[config.mk]
export PLATFORM = sky130hd
export DESIGN_NAME = feac_rx_processor
export DESIGN_NICKNAME = d
export VERILOG_FILES = /design/src/rtl/feac_rx_pkg.sv /design/src/rtl/feac_word_framer.sv /design/src/rtl/feac_code_history.sv /design/src/rtl/feac_reg_file.sv /design/src/rtl/feac_rx_processor.sv
export SDC_FILE = /design/constraint.sdc
export NUM_CORES = 1
export LEC_CHECK = 0
export BUFFER_PORTS_ARGS = -buffer_cell sky130_fd_sc_hd__buf_2
export CORE_MARGIN = 4
export CORE_UTILIZATION = 30
export CTS_BUF_LIST = sky130_fd_sc_hd__clkbuf_16
export DETAILED_ROUTE_END_ITERATION = 12
export REMOVE_ABC_BUFFERS = 1
export SYNTH_ARGS = -nofsm -noshare
export SYNTH_HDL_FRONTEND = slang
export SYNTH_SLANG_ARGS = --single-unit
[constraint.sdc]
create_clock -name clk -period 9.6 [get_ports clk]
set_clock_uncertainty 0.1 [all_clocks]
set_input_delay 0.96 -clock clk [delete_from_list [all_inputs] [get_ports clk]]
set_output_delay 0.96 -clock clk [all_outputs]
set_load 0.01 [all_outputs]
[src/rtl/feac_rx_pkg.sv]
package feac_rx_pkg;
  localparam int CODE_BITS   = 6;
  localparam int FLAG_ONES   = 8;
  localparam int HIST_DEPTH  = 10;
  localparam int VALID_MIN   = 8;
  localparam int REMOVE_MIN  = 3;
  localparam int REG_BYTE    = 8;
  localparam logic ADDR_CODE = 1'b0;
  localparam logic ADDR_CTRL = 1'b1;
endpackage

[src/rtl/feac_word_framer.sv]
module feac_word_framer #(
  parameter int CODE_W = feac_rx_pkg::CODE_BITS,
  parameter int ONES_W = feac_rx_pkg::FLAG_ONES
) (
  input  logic              clk,
  input  logic              rst,
  input  logic              bit_vld,
  input  logic              bit_in,
  output logic              code_stb,
  output logic [CODE_W-1:0] code
);
  localparam int WORD_W = CODE_W + 2 + ONES_W;
  localparam int CNT_W  = $clog2(WORD_W + 1);

  logic [WORD_W-1:0] sr, sr_nxt;
  logic [CNT_W-1:0]  seen;
  logic              hit;

  // newest bit enters at the top; bit 0 is the oldest of the window
  assign sr_nxt = {bit_in, sr[WORD_W-1:1]};

  always_comb begin
    hit = bit_vld
       && (seen >= CNT_W'(WORD_W - 1))
       && !sr_nxt[0]
       && !sr_nxt[CODE_W+1]
       && (&sr_nxt[WORD_W-1:CODE_W+2]);
  end

  always_ff @(posedge clk) begin
    if (rst) begin
      sr       <= '0;
      seen     <= '0;
      code_stb <= 1'b0;
      code     <= '0;
    end else begin
      code_stb <= 1'b0;
      if (bit_vld) begin
        sr <= sr_nxt;
        if (hit) begin
          seen     <= '0;
          code_stb <= 1'b1;
          code     <= sr_nxt[CODE_W:1];
        end else if (seen != CNT_W'(WORD_W)) begin
          seen <= seen + 1'b1;
        end
      end
    end
  end

  // two recognised codewords need a full word of bits between them
  assert_stb_spacing_R1: assert property (@(posedge clk) disable iff (rst)
    code_stb |=> !code_stb);
endmodule

[src/rtl/feac_code_history.sv]
module feac_code_history #(
  parameter int CODE_W = feac_rx_pkg::CODE_BITS,
  parameter int DEPTH  = feac_rx_pkg::HIST_DEPTH,
  parameter int VAL_MIN = feac_rx_pkg::VALID_MIN,
  parameter int REM_MIN = feac_rx_pkg::REMOVE_MIN
) (
  input  logic              clk,
  input  logic              rst,
  input  logic              code_stb,
  input  logic [CODE_W-1:0] code,
  input  logic              held_vld,
  input  logic [CODE_W-1:0] held_code,
  output logic              val_evt,
  output logic              rem_evt,
  output logic [CODE_W-1:0] evt_code
);
  localparam int FILL_W = $clog2(DEPTH + 1);

  logic [CODE_W-1:0] hist    [DEPTH];
  logic [CODE_W-1:0] win_nxt [DEPTH];
  logic [FILL_W-1:0] fill, fill_nxt, match_cnt, diff_cnt;
  logic              do_val, do_rem;

  genvar g;
  generate
    for (g = 0; g < DEPTH; g++) begin : g_win
      if (g == 0) begin : g_head
        assign win_nxt[g] = code;
      end else begin : g_tail
        assign win_nxt[g] = hist[g-1];
      end
    end
  endgenerate

  assign fill_nxt = (fill == FILL_W'(DEPTH)) ? fill : fill + 1'b1;

  always_comb begin
    match_cnt = '0;
    diff_cnt  = '0;
    for (int i = 0; i < DEPTH; i++) begin
      if (FILL_W'(i) < fill_nxt) begin
        if (win_nxt[i] == code)      match_cnt = match_cnt + 1'b1;
        if (win_nxt[i] != held_code) diff_cnt  = diff_cnt + 1'b1;
      end
    end
    do_val = code_stb && (match_cnt >= FILL_W'(VAL_MIN))
          && (!held_vld || (code != held_code));
    do_rem = code_stb && !do_val && held_vld
          && (fill_nxt == FILL_W'(DEPTH)) && (diff_cnt >= FILL_W'(REM_MIN));
  end

  always_ff @(posedge clk) begin
    if (rst) begin
      for (int i = 0; i < DEPTH; i++) hist[i] <= '0;
      fill     <= '0;
      val_evt  <= 1'b0;
      rem_evt  <= 1'b0;
      evt_code <= '0;
    end else begin
      val_evt <= do_val;
      rem_evt <= do_rem;
      if (code_stb) begin
        for (int i = 0; i < DEPTH; i++) hist[i] <= win_nxt[i];
        fill     <= do_val ? '0 : fill_nxt;
        evt_code <= code;
      end
    end
  end

  assert_fill_bound_R5: assert property (@(posedge clk) disable iff (rst)
    fill <= FILL_W'(DEPTH));
  // a validation wins over a removal in the same decision
  assert_evt_exclusive_R11: assert property (@(posedge clk) disable iff (rst)
    !(val_evt && rem_evt));
endmodule

[src/rtl/feac_reg_file.sv]
module feac_reg_file #(
  parameter int CODE_W = feac_rx_pkg::CODE_BITS,
  parameter int DATA_W = feac_rx_pkg::REG_BYTE
) (
  input  logic              clk,
  input  logic              rst,
  input  logic              val_evt,
  input  logic              rem_evt,
  input  logic [CODE_W-1:0] evt_code,
  input  logic              cpu_addr,
  input  logic              cpu_wr,
  input  logic              cpu_rd,
  input  logic [DATA_W-1:0] cpu_wdata,
  output logic [DATA_W-1:0] cpu_rdata,
  output logic              irq,
  output logic              held_vld,
  output logic [CODE_W-1:0] held_code
);
  import feac_rx_pkg::*;
  localparam int PAD_HI = DATA_W - CODE_W - 1;

  logic st_val, st_rem, en_val, en_rem;
  logic st_val_nxt, st_rem_nxt, en_val_nxt, en_rem_nxt;
  logic rd_ctl, wr_ctl;
  logic [DATA_W-1:0] ctl_view, code_view;

  assign rd_ctl = cpu_rd && (cpu_addr == ADDR_CTRL);
  assign wr_ctl = cpu_wr && (cpu_addr == ADDR_CTRL);

  always_comb begin
    st_val_nxt = val_evt || (st_val && !rd_ctl);
    st_rem_nxt = rem_evt || (st_rem && !rd_ctl);
    en_val_nxt = wr_ctl ? cpu_wdata[1] : en_val;
    en_rem_nxt = wr_ctl ? cpu_wdata[3] : en_rem;
    ctl_view   = '0;
    ctl_view[4:0] = {held_vld, en_rem, st_rem, en_val, st_val};
    code_view  = {{PAD_HI{1'b0}}, held_code, 1'b0};
  end

  always_ff @(posedge clk) begin
    if (rst) begin
      st_val    <= 1'b0;
      st_rem    <= 1'b0;
      en_val    <= 1'b0;
      en_rem    <= 1'b0;
      held_vld  <= 1'b0;
      held_code <= '0;
      cpu_rdata <= '0;
      irq       <= 1'b0;
    end else begin
      st_val <= st_val_nxt;
      st_rem <= st_rem_nxt;
      en_val <= en_val_nxt;
      en_rem <= en_rem_nxt;
      irq    <= (st_val_nxt && en_val_nxt) || (st_rem_nxt && en_rem_nxt);
      if (val_evt) begin
        held_vld  <= 1'b1;
        held_code <= evt_code;
      end else if (rem_evt) begin
        held_vld  <= 1'b0;
        held_code <= '0;
      end
      if (cpu_rd) cpu_rdata <= rd_ctl ? ctl_view : code_view;
    end
  end

  assert_valid_sets_R3: assert property (@(posedge clk) disable iff (rst)
    val_evt |=> (held_vld && st_val && (held_code == $past(evt_code))));
  assert_remove_clears_R5: assert property (@(posedge clk) disable iff (rst)
    rem_evt |=> (!held_vld && st_rem));
  assert_read_clears_R7: assert property (@(posedge clk) disable iff (rst)
    (rd_ctl && !val_evt && !rem_evt) |=> (!st_val && !st_rem));
  assert_code_pad_R2: assert property (@(posedge clk) disable iff (rst)
    (cpu_rd && (cpu_addr == ADDR_CODE)) |=> (!cpu_rdata[0] && !cpu_rdata[DATA_W-1]));
endmodule

[src/rtl/feac_rx_processor.sv]
module feac_rx_processor #(
  parameter int CODE_W  = feac_rx_pkg::CODE_BITS,
  parameter int ONES_W  = feac_rx_pkg::FLAG_ONES,
  parameter int DEPTH   = feac_rx_pkg::HIST_DEPTH,
  parameter int VAL_MIN = feac_rx_pkg::VALID_MIN,
  parameter int REM_MIN = feac_rx_pkg::REMOVE_MIN,
  parameter int DATA_W  = feac_rx_pkg::REG_BYTE
) (
  input  logic              clk,
  input  logic              rst,
  input  logic              rx_bit_vld,
  input  logic              rx_bit,
  input  logic              cpu_addr,
  input  logic              cpu_wr,
  input  logic              cpu_rd,
  input  logic [DATA_W-1:0] cpu_wdata,
  output logic [DATA_W-1:0] cpu_rdata,
  output logic              irq
);
  logic              code_stb, val_evt, rem_evt, held_vld;
  logic [CODE_W-1:0] code, evt_code, held_code;

  feac_word_framer #(.CODE_W(CODE_W), .ONES_W(ONES_W)) u_framer (
    .clk(clk), .rst(rst), .bit_vld(rx_bit_vld), .bit_in(rx_bit),
    .code_stb(code_stb), .code(code));

  feac_code_history #(.CODE_W(CODE_W), .DEPTH(DEPTH),
                      .VAL_MIN(VAL_MIN), .REM_MIN(REM_MIN)) u_hist (
    .clk(clk), .rst(rst), .code_stb(code_stb), .code(code),
    .held_vld(held_vld), .held_code(held_code),
    .val_evt(val_evt), .rem_evt(rem_evt), .evt_code(evt_code));

  feac_reg_file #(.CODE_W(CODE_W), .DATA_W(DATA_W)) u_regs (
    .clk(clk), .rst(rst), .val_evt(val_evt), .rem_evt(rem_evt),
    .evt_code(evt_code), .cpu_addr(cpu_addr), .cpu_wr(cpu_wr),
    .cpu_rd(cpu_rd), .cpu_wdata(cpu_wdata), .cpu_rdata(cpu_rdata),
    .irq(irq), .held_vld(held_vld), .held_code(held_code));
endmodule

==> qor.yml, run 1 <==
status:
  status: "finished, final reports clean"
sta:
  finalHoldViolCount: 0
  maxSlewHeadroom_pct: 19.5
  setup_tns_ps: 0
  hold_slack_ps: 360
  fin_crit_sh_pct: 84.0
  period_minus_slack_ps: 8060
  rsz0062_at_grt: "no"
  worst_pin_slew_ps: 1200
  fmax_mhz: 124
  finalSetupViolations: 0
  slew_viol_final: 0
pwr:
  p_sw_w: 0.000230
  power_frac_seq_pct: 55.9
  power_frac_clock_pct: 39.3
  p_int_w: 0.000719
  power.density_nw_per_um2: 121
  leakagePower_nw: 3.12
  swShare_pct: 24.2
  peakVddDrop_mv: 0.0933
  combPwrFrac_pct: 4.8
clock_tree:
  root_buffer: "clkbuf_16"
  clkSinkCount: 112
  cts_resized: 0
  cts_made_buffers: 9
  cts_tree: "done"
  clkTransAtPathRegs_ps: 80
  cts_htree_levels: 3
  cts.path.max_buffers: 2
  insertion_delay_ps: 360
  postCtsHoldBufs: 0
  cts_setup_buffers: 0
hold_path:
  min_path_type: "flop to flop"
detailed_routing:
  wl_um: 15000
  postRouteAntennaNets: 0
  drt_drc_violations_left: 0
  vias: 4802
  detail_route.vias_per_cell: 4.63
  wl_per_cell_um: 14.4
  drtPass1Iterations: 4
  drt_iter0_drc: 293
setup_path:
  worstSetupPathType: "flop to flop"
  cp_slowest_cell: "dfxtp_1"
  reg2reg_from: "u_hist.fill[0]"
  worstPathRequired_ps: 9720
  cp-end-kind: "flop"
  critPathCapture: "u_hist.fill[2]"
  setup.worst_path.start_class: "flop"
  cp_common_cell: "ha_1"
  critical-path-max-stage-delay_ps: 540
  startpoint: "u_hist.fill[0]"
  r2r_end: "u_hist.fill[2]"
  worstPathMaxFanout: 10
  arrival_ps: 8190
  reg2reg_depth: 35
  reg2reg_slack_ps: 1540
cells_and_area:
  multi_input_comb_area_um2: 4090
  regArea_um2: 2780
  fin_nets: 752
  layout-drive-gt1-share_pct: 11.8
  syn2layout_area_growth_pct: 10.7
  diodes: 0
  final.fill_count: 2449
grt:
  grt_util_all_layers_pct: 11.6
  grt_pass1_wl_um: 24700
  grt_overflow: 0
  first_global_vias: 4683
  antenna_found_initial: 0
  grt_max_degree: 57
floorplanning:
  io_pins: 24
  initial_core_util_pct: 30.3
  die_w_um: 162
  die-area_um2: 26200
  coreArea_um2: 23400
  die_h_um: 162
  fp-row-count: 56
synthesis:
  yosysUniqueCellTypes: 71
  yosysSeqAreaShare_pct: 39.2
  synth_area_um2: 7100
  synthFlopType: "dfxtp_1"
  yosys_warnings: 0
  ys_async_sr_fraction_pct: 0
  synth_seq_cells: 112
  syn_area_per_cell_um2: 10.1
  synth_edf_count: 54
  syn_inst: 704
placement:
  place_hpwl_um: 10700
  portBuffers: 16
  place.gp.congestion: 0.795
run:
  drv_cap: 0
==> cell families after synthesis <==
logic type,after synthesis,synth area share (%)
AOI/OAI and AO/OA,74,7.42
buffers and inverters,55,3.28
muxes,34,4.88
other,1,0.0528
DFF,112,39.2
xor gates and xnor gates,157,21.6
adders and majority gates,23,4.05
and+or+nand+nor,248,19.6
==> per-stage QoR <==
step                      setup slack (ps)  std cells  cell area [um^2]  power, W  util, %
after floorplan                       2300        670              6950  0.000570        -
after global placement                1650       1022              7560  0.000588     32.3
after detailed placement              1550       1022              7560  0.000588     32.3
after CTS                             1530       1038              7860  0.000963     33.6
after global routing                   980       1038              7860  0.000989     33.6
final                                 1540       1038              7860  0.000950     33.6
==> power groups by stage <==
stage | logic (W) | registers [W] | clock network, W
6_report | 0.0000455 | 0.000531 | 0.000373
5_1_grt | 0.0000513 | 0.000533 | 0.000404
3_3_place_gp | 0.0000454 | 0.000542 | 0
2_1_floorplan | 0.0000313 | 0.000538 | 0
3_5_place_dp | 0.0000458 | 0.000542 | 0
4_1_cts | 0.0000460 | 0.000531 | 0.000386
==> area by class of cell <==
type / count / share of cell area, %
clock buffers: 9 / 2.87
clock inverters: 7 / 0.907
inverters: 21 / 1.00
multi-input cells: 537 / 52.1
flip-flops and latches: 112 / 35.4
well taps: 319 / 5.08
repair buffers: 33 / 2.64
==> cells in the final DEF, fill, tap and decap left out, types with 8 or more instances in the layout <==
| master | Yosys | final |
|---|---|---|
| nor3b_1 | 9 | 9 |
| and2_1 | 62 | 62 |
| buf_2 | 12 | 16 |
| a21oi_1 | 20 | 20 |
| a21o_1 | 9 | 9 |
| nor4_1 | 11 | 11 |
| nand4_1 | 18 | 18 |
| buf_4 | 3 | 17 |
| inv_1 | 20 | 19 |
| mux2i_1 | 31 | 31 |
| xor2_1 | 65 | 65 |
| nor3_1 | 8 | 8 |
| clkbuf_16 | 0 | 9 |
| ha_1 | 23 | 23 |
| xnor2_1 | 77 | 77 |
| dfxtp_1 | 58 | 58 |
| edfxtp_1 | 54 | 54 |
| nand2_1 | 40 | 40 |
| nor2_1 | 54 | 54 |
==> synth_stat cells (all sizes together), types with 9 or more instances <==
master | count | area [um^2]
a21o | 9 | 67.6
a21oi | 20 | 100
and2 | 62 | 388
buf | 16 | 86.3
clkbuf | 18 | 67.6
dfxtp | 58 | 1160
edfxtp | 54 | 1620
ha | 23 | 288
inv | 21 | 78.8
mux2i | 32 | 324
nand2 | 40 | 150
nand3 | 10 | 70.1
nand4 | 18 | 113
nor2 | 56 | 225
nor3b | 11 | 98.8
nor4 | 13 | 93.8
o21ai | 9 | 48.8
xnor2 | 83 | 783
xor2 | 69 | 634
==> state kept, by name (all words and copies together), names as in the netlist, 4 cells and up <==
register	flops
u_framer.sr	15
u_regs.cpu_rdata	7
u_hist.fill	4
u_framer.code	6
u_regs.held_code	6
u_framer.seen	5
u_hist.hist	54
u_hist.evt_code	6
==> metal layers <==
metal | vias up | GRT usage (%) | wire length, um
met5 | - | 0 | 0
met3 | 7 | 2.36 | 543
met2 | 44 | 19.3 | 7050
li1 | 2453 | - | -
met1 | 2298 | 16.2 | 7290
met4 | 0 | 1.50 | 78
==> critical path, delay by kind of cell, from the launching register on <==
kind | cells | cell delay (ps)
fa+ha+maj | 9 | 2500
compound gates | 7 | 1150
flops | 1 | 540
simple gates | 13 | 2480
mux | 2 | 530
xor+xnor | 1 | 440
buf+inv | 3 | 190
==> worst min path at each step <==
stage	to	depth (start not counted)	start	slack (ps)
after floorplan	u_hist.evt_code[2]	1	u_hist.evt_code[2]	330
after global placement	u_hist.evt_code[5]	1	u_hist.evt_code[5]	340
after detailed placement	u_hist.evt_code[2]	1	u_hist.evt_code[2]	340
after CTS	u_hist.evt_code[5]	1	u_hist.evt_code[5]	360
after global routing	u_hist.evt_code[2]	1	u_hist.evt_code[2]	380
final	u_hist.evt_code[2]	1	u_hist.evt_code[2]	360
Power figures use the tool's default switching activity.
==> inputs of run 2 (changes only) <==
Clock period 9.6 ns to 6.9 ns, I/O delays scaled along.
==> qor.yml, run 2 (synthesized netlist as in run 1, its figures left out) <==
status:
  status: "finished, final reports clean"
hold_path:
  hp-start: "u_hist.evt_code[0]"
  whs_endpoint: "u_hist.evt_code[0]"
  hold_depth: 1  # unchanged
  min_path_type: "flop to flop"
placement:
  place_hpwl_um: 11200  # +4.7%
  dpl_cell_area_um2: 7980  # +5.6%
  portBuffers: 16  # unchanged
  place.gp.congestion: 0.770  # -3.1%
cells_and_area:
  final_common_cell: "buf_4"
  top_register: "u_hist.hist"
  final_cell_mix: "buf_4, xnor2_1, xor2_1"
  syn2layout_area_growth_pct: 22.6
  largest_reg_flops: 54  # unchanged
  design_area_um2: 8700  # +11%
  reg.largest.list: "u_hist.hist x54, u_framer.sr x15, u_regs.cpu_rdata x7"
  fin_nets: 824  # +9.6%
  final_util_pct: 37.2  # +3.6 points
  final.fill_count: 2335  # -4.7%
  diodes: 0  # unchanged
  layout-drive-gt1-share_pct: 25.7  # +14 points
floorplanning:
  coreArea_um2: 23400  # unchanged
  io_pins: 24  # unchanged
  initial_core_util_pct: 30.3  # unchanged
  die_h_um: 162  # unchanged
  die-area_um2: 26200  # unchanged
  die_w_um: 162  # unchanged
  fp-row-count: 56  # unchanged
sta:
  hold_slack_ps: 361  # +0.808 ps
  worst_pin_slew_ps: 1130  # -63.0 ps
  finalSetupViolations: 0  # unchanged
  slew_viol_final: 0  # unchanged
  maxSlewHeadroom_pct: 23.7  # +4.2 points
  fin_crit_sh_pct: 98.7  # +15 points
  rsz0062_at_grt: "yes"
  fmax_mhz: 147  # +18%
  period_minus_slack_ps: 6810  # -1260 ps
  finalHoldViolCount: 0  # unchanged
grt:
  grt_overflow: 0  # unchanged
  first_global_vias: 5053  # +7.9%
  grt_pass1_wl_um: 25700  # +3.7%
  grt_util_all_layers_pct: 12.0  # +0.38 points
  antenna_found_initial: 0  # unchanged
  grt_max_degree: 55  # -3.5%
clock_tree:
  cts_tree: "done"
  cts_htree_levels: 3  # unchanged
  cts.path.max_buffers: 2  # unchanged
  clkSinkCount: 112  # unchanged
  root_buffer: "clkbuf_16"
  cts_made_buffers: 9  # unchanged
  clkTransAtPathRegs_ps: 90  # about the same
  insertion_delay_ps: 360  # about the same
setup_path:
  path_buf_inv: 2  # -1
  worstPathMaxFanout: 3  # -7
  critPathTopFamily: "adder cells"
  setup.worst_path.start_class: "flop"
  arrival_ps: 6940  # -1250 ps
  r2r_end: "u_hist.rem_evt"
  reg2reg_from: "u_hist.fill[0]"
  worstSetupPathType: "flop to flop"
  critical-path-max-stage-delay_ps: 360  # -180 ps
  reg2reg_slack_ps: 90  # -1440 ps
  cp_slowest_cell: "dfxtp_4"
  reg2reg_depth: 38  # +8.6%
  worstPathRequired_ps: 7030  # -2690 ps
  cp-end-kind: "flop"
detailed_routing:
  detail_route.vias_per_cell: 4.63  # +0.12%
  postRouteAntennaNets: 0  # unchanged
  drt_drc_violations_left: 0  # unchanged
  vias: 5141  # +7.1%
  drt_iter0_drc: 211  # -28%
  wl_um: 15800  # +5.4%
  wl_per_cell_um: 14.2  # -1.4%
  drtPass1Iterations: 4  # unchanged
pwr:
  p_total_w: 0.00134  # +41%
  leakagePower_nw: 3.51  # +13%
  peakVddDrop_mv: 0.106  # +13%
  power.density_nw_per_um2: 154  # +27%
run:
  drv_cap: 0  # unchanged
==> run 2: timing repair <==
action,in CTS,in global routing
setup endpoints to repair,6,6
pin swaps,17,35
hold buffers,0,0
setup buffers,4,12
resized for setup,20,41
==> run 2: worst max path at each step <==
| stage | start | endpoint | slack (ps) | cells after the start |
|---|---|---|---|---|
| 2_1_floorplan | u_hist.fill[0] | u_hist.fill[1] | -400 | 35 |
| 3_3_place_gp | u_hist.fill[0] | u_hist.fill[3] | -400 | 35 |
| 3_5_place_dp | u_hist.fill[0] | u_hist.rem_evt | -470 | 38 |
| 4_1_cts | u_hist.fill[1] | u_hist.rem_evt | 8 | 38 |
| 5_1_grt | u_hist.fill[0] | u_hist.rem_evt | -230 | 38 |
| 6_report | u_hist.fill[0] | u_hist.rem_evt | 90 | 38 |
==> run 2: report_power, final <==
part	internal [W]	total, W	leakage, nW	switching, W
logic	0.0000316	0.0000671	2.38	0.0000355
registers	0.000716	0.000738	0.983	0.0000229
clock network	0.000261	0.000532	0.150	0.000270
==> run 2: layer usage <==
metal,vias up,GRT usage [%],wire (um)
met5,-,0,0
met4,0,3.88,212
met3,14,1.34,282
met2,45,20.5,7760
met1,2492,16.0,7510
li1,2590,-,-
==> run 2: per-stage QoR <==
stage	worst slack [ps]	cells	TNS, ps
finish	92.7	1110	0
global route	-231	1110	-1030
CTS	8.40	1098	0
detailed placement	-473	1078	-2530
global placement	-398	1078	-2270
floorplan	-399	670	-2120
==> run 2: cell type report <==
type	instances	area, um^2	area share, %
timing repair buffer	105	756	8.68
clock buffer	9	225	2.59
clock inverter	7	76.3	0.877
sequential	112	2790	32.0
inverter	21	78.8	0.906
multi-input combinational	537	4380	50.3
tap	319	399	4.59
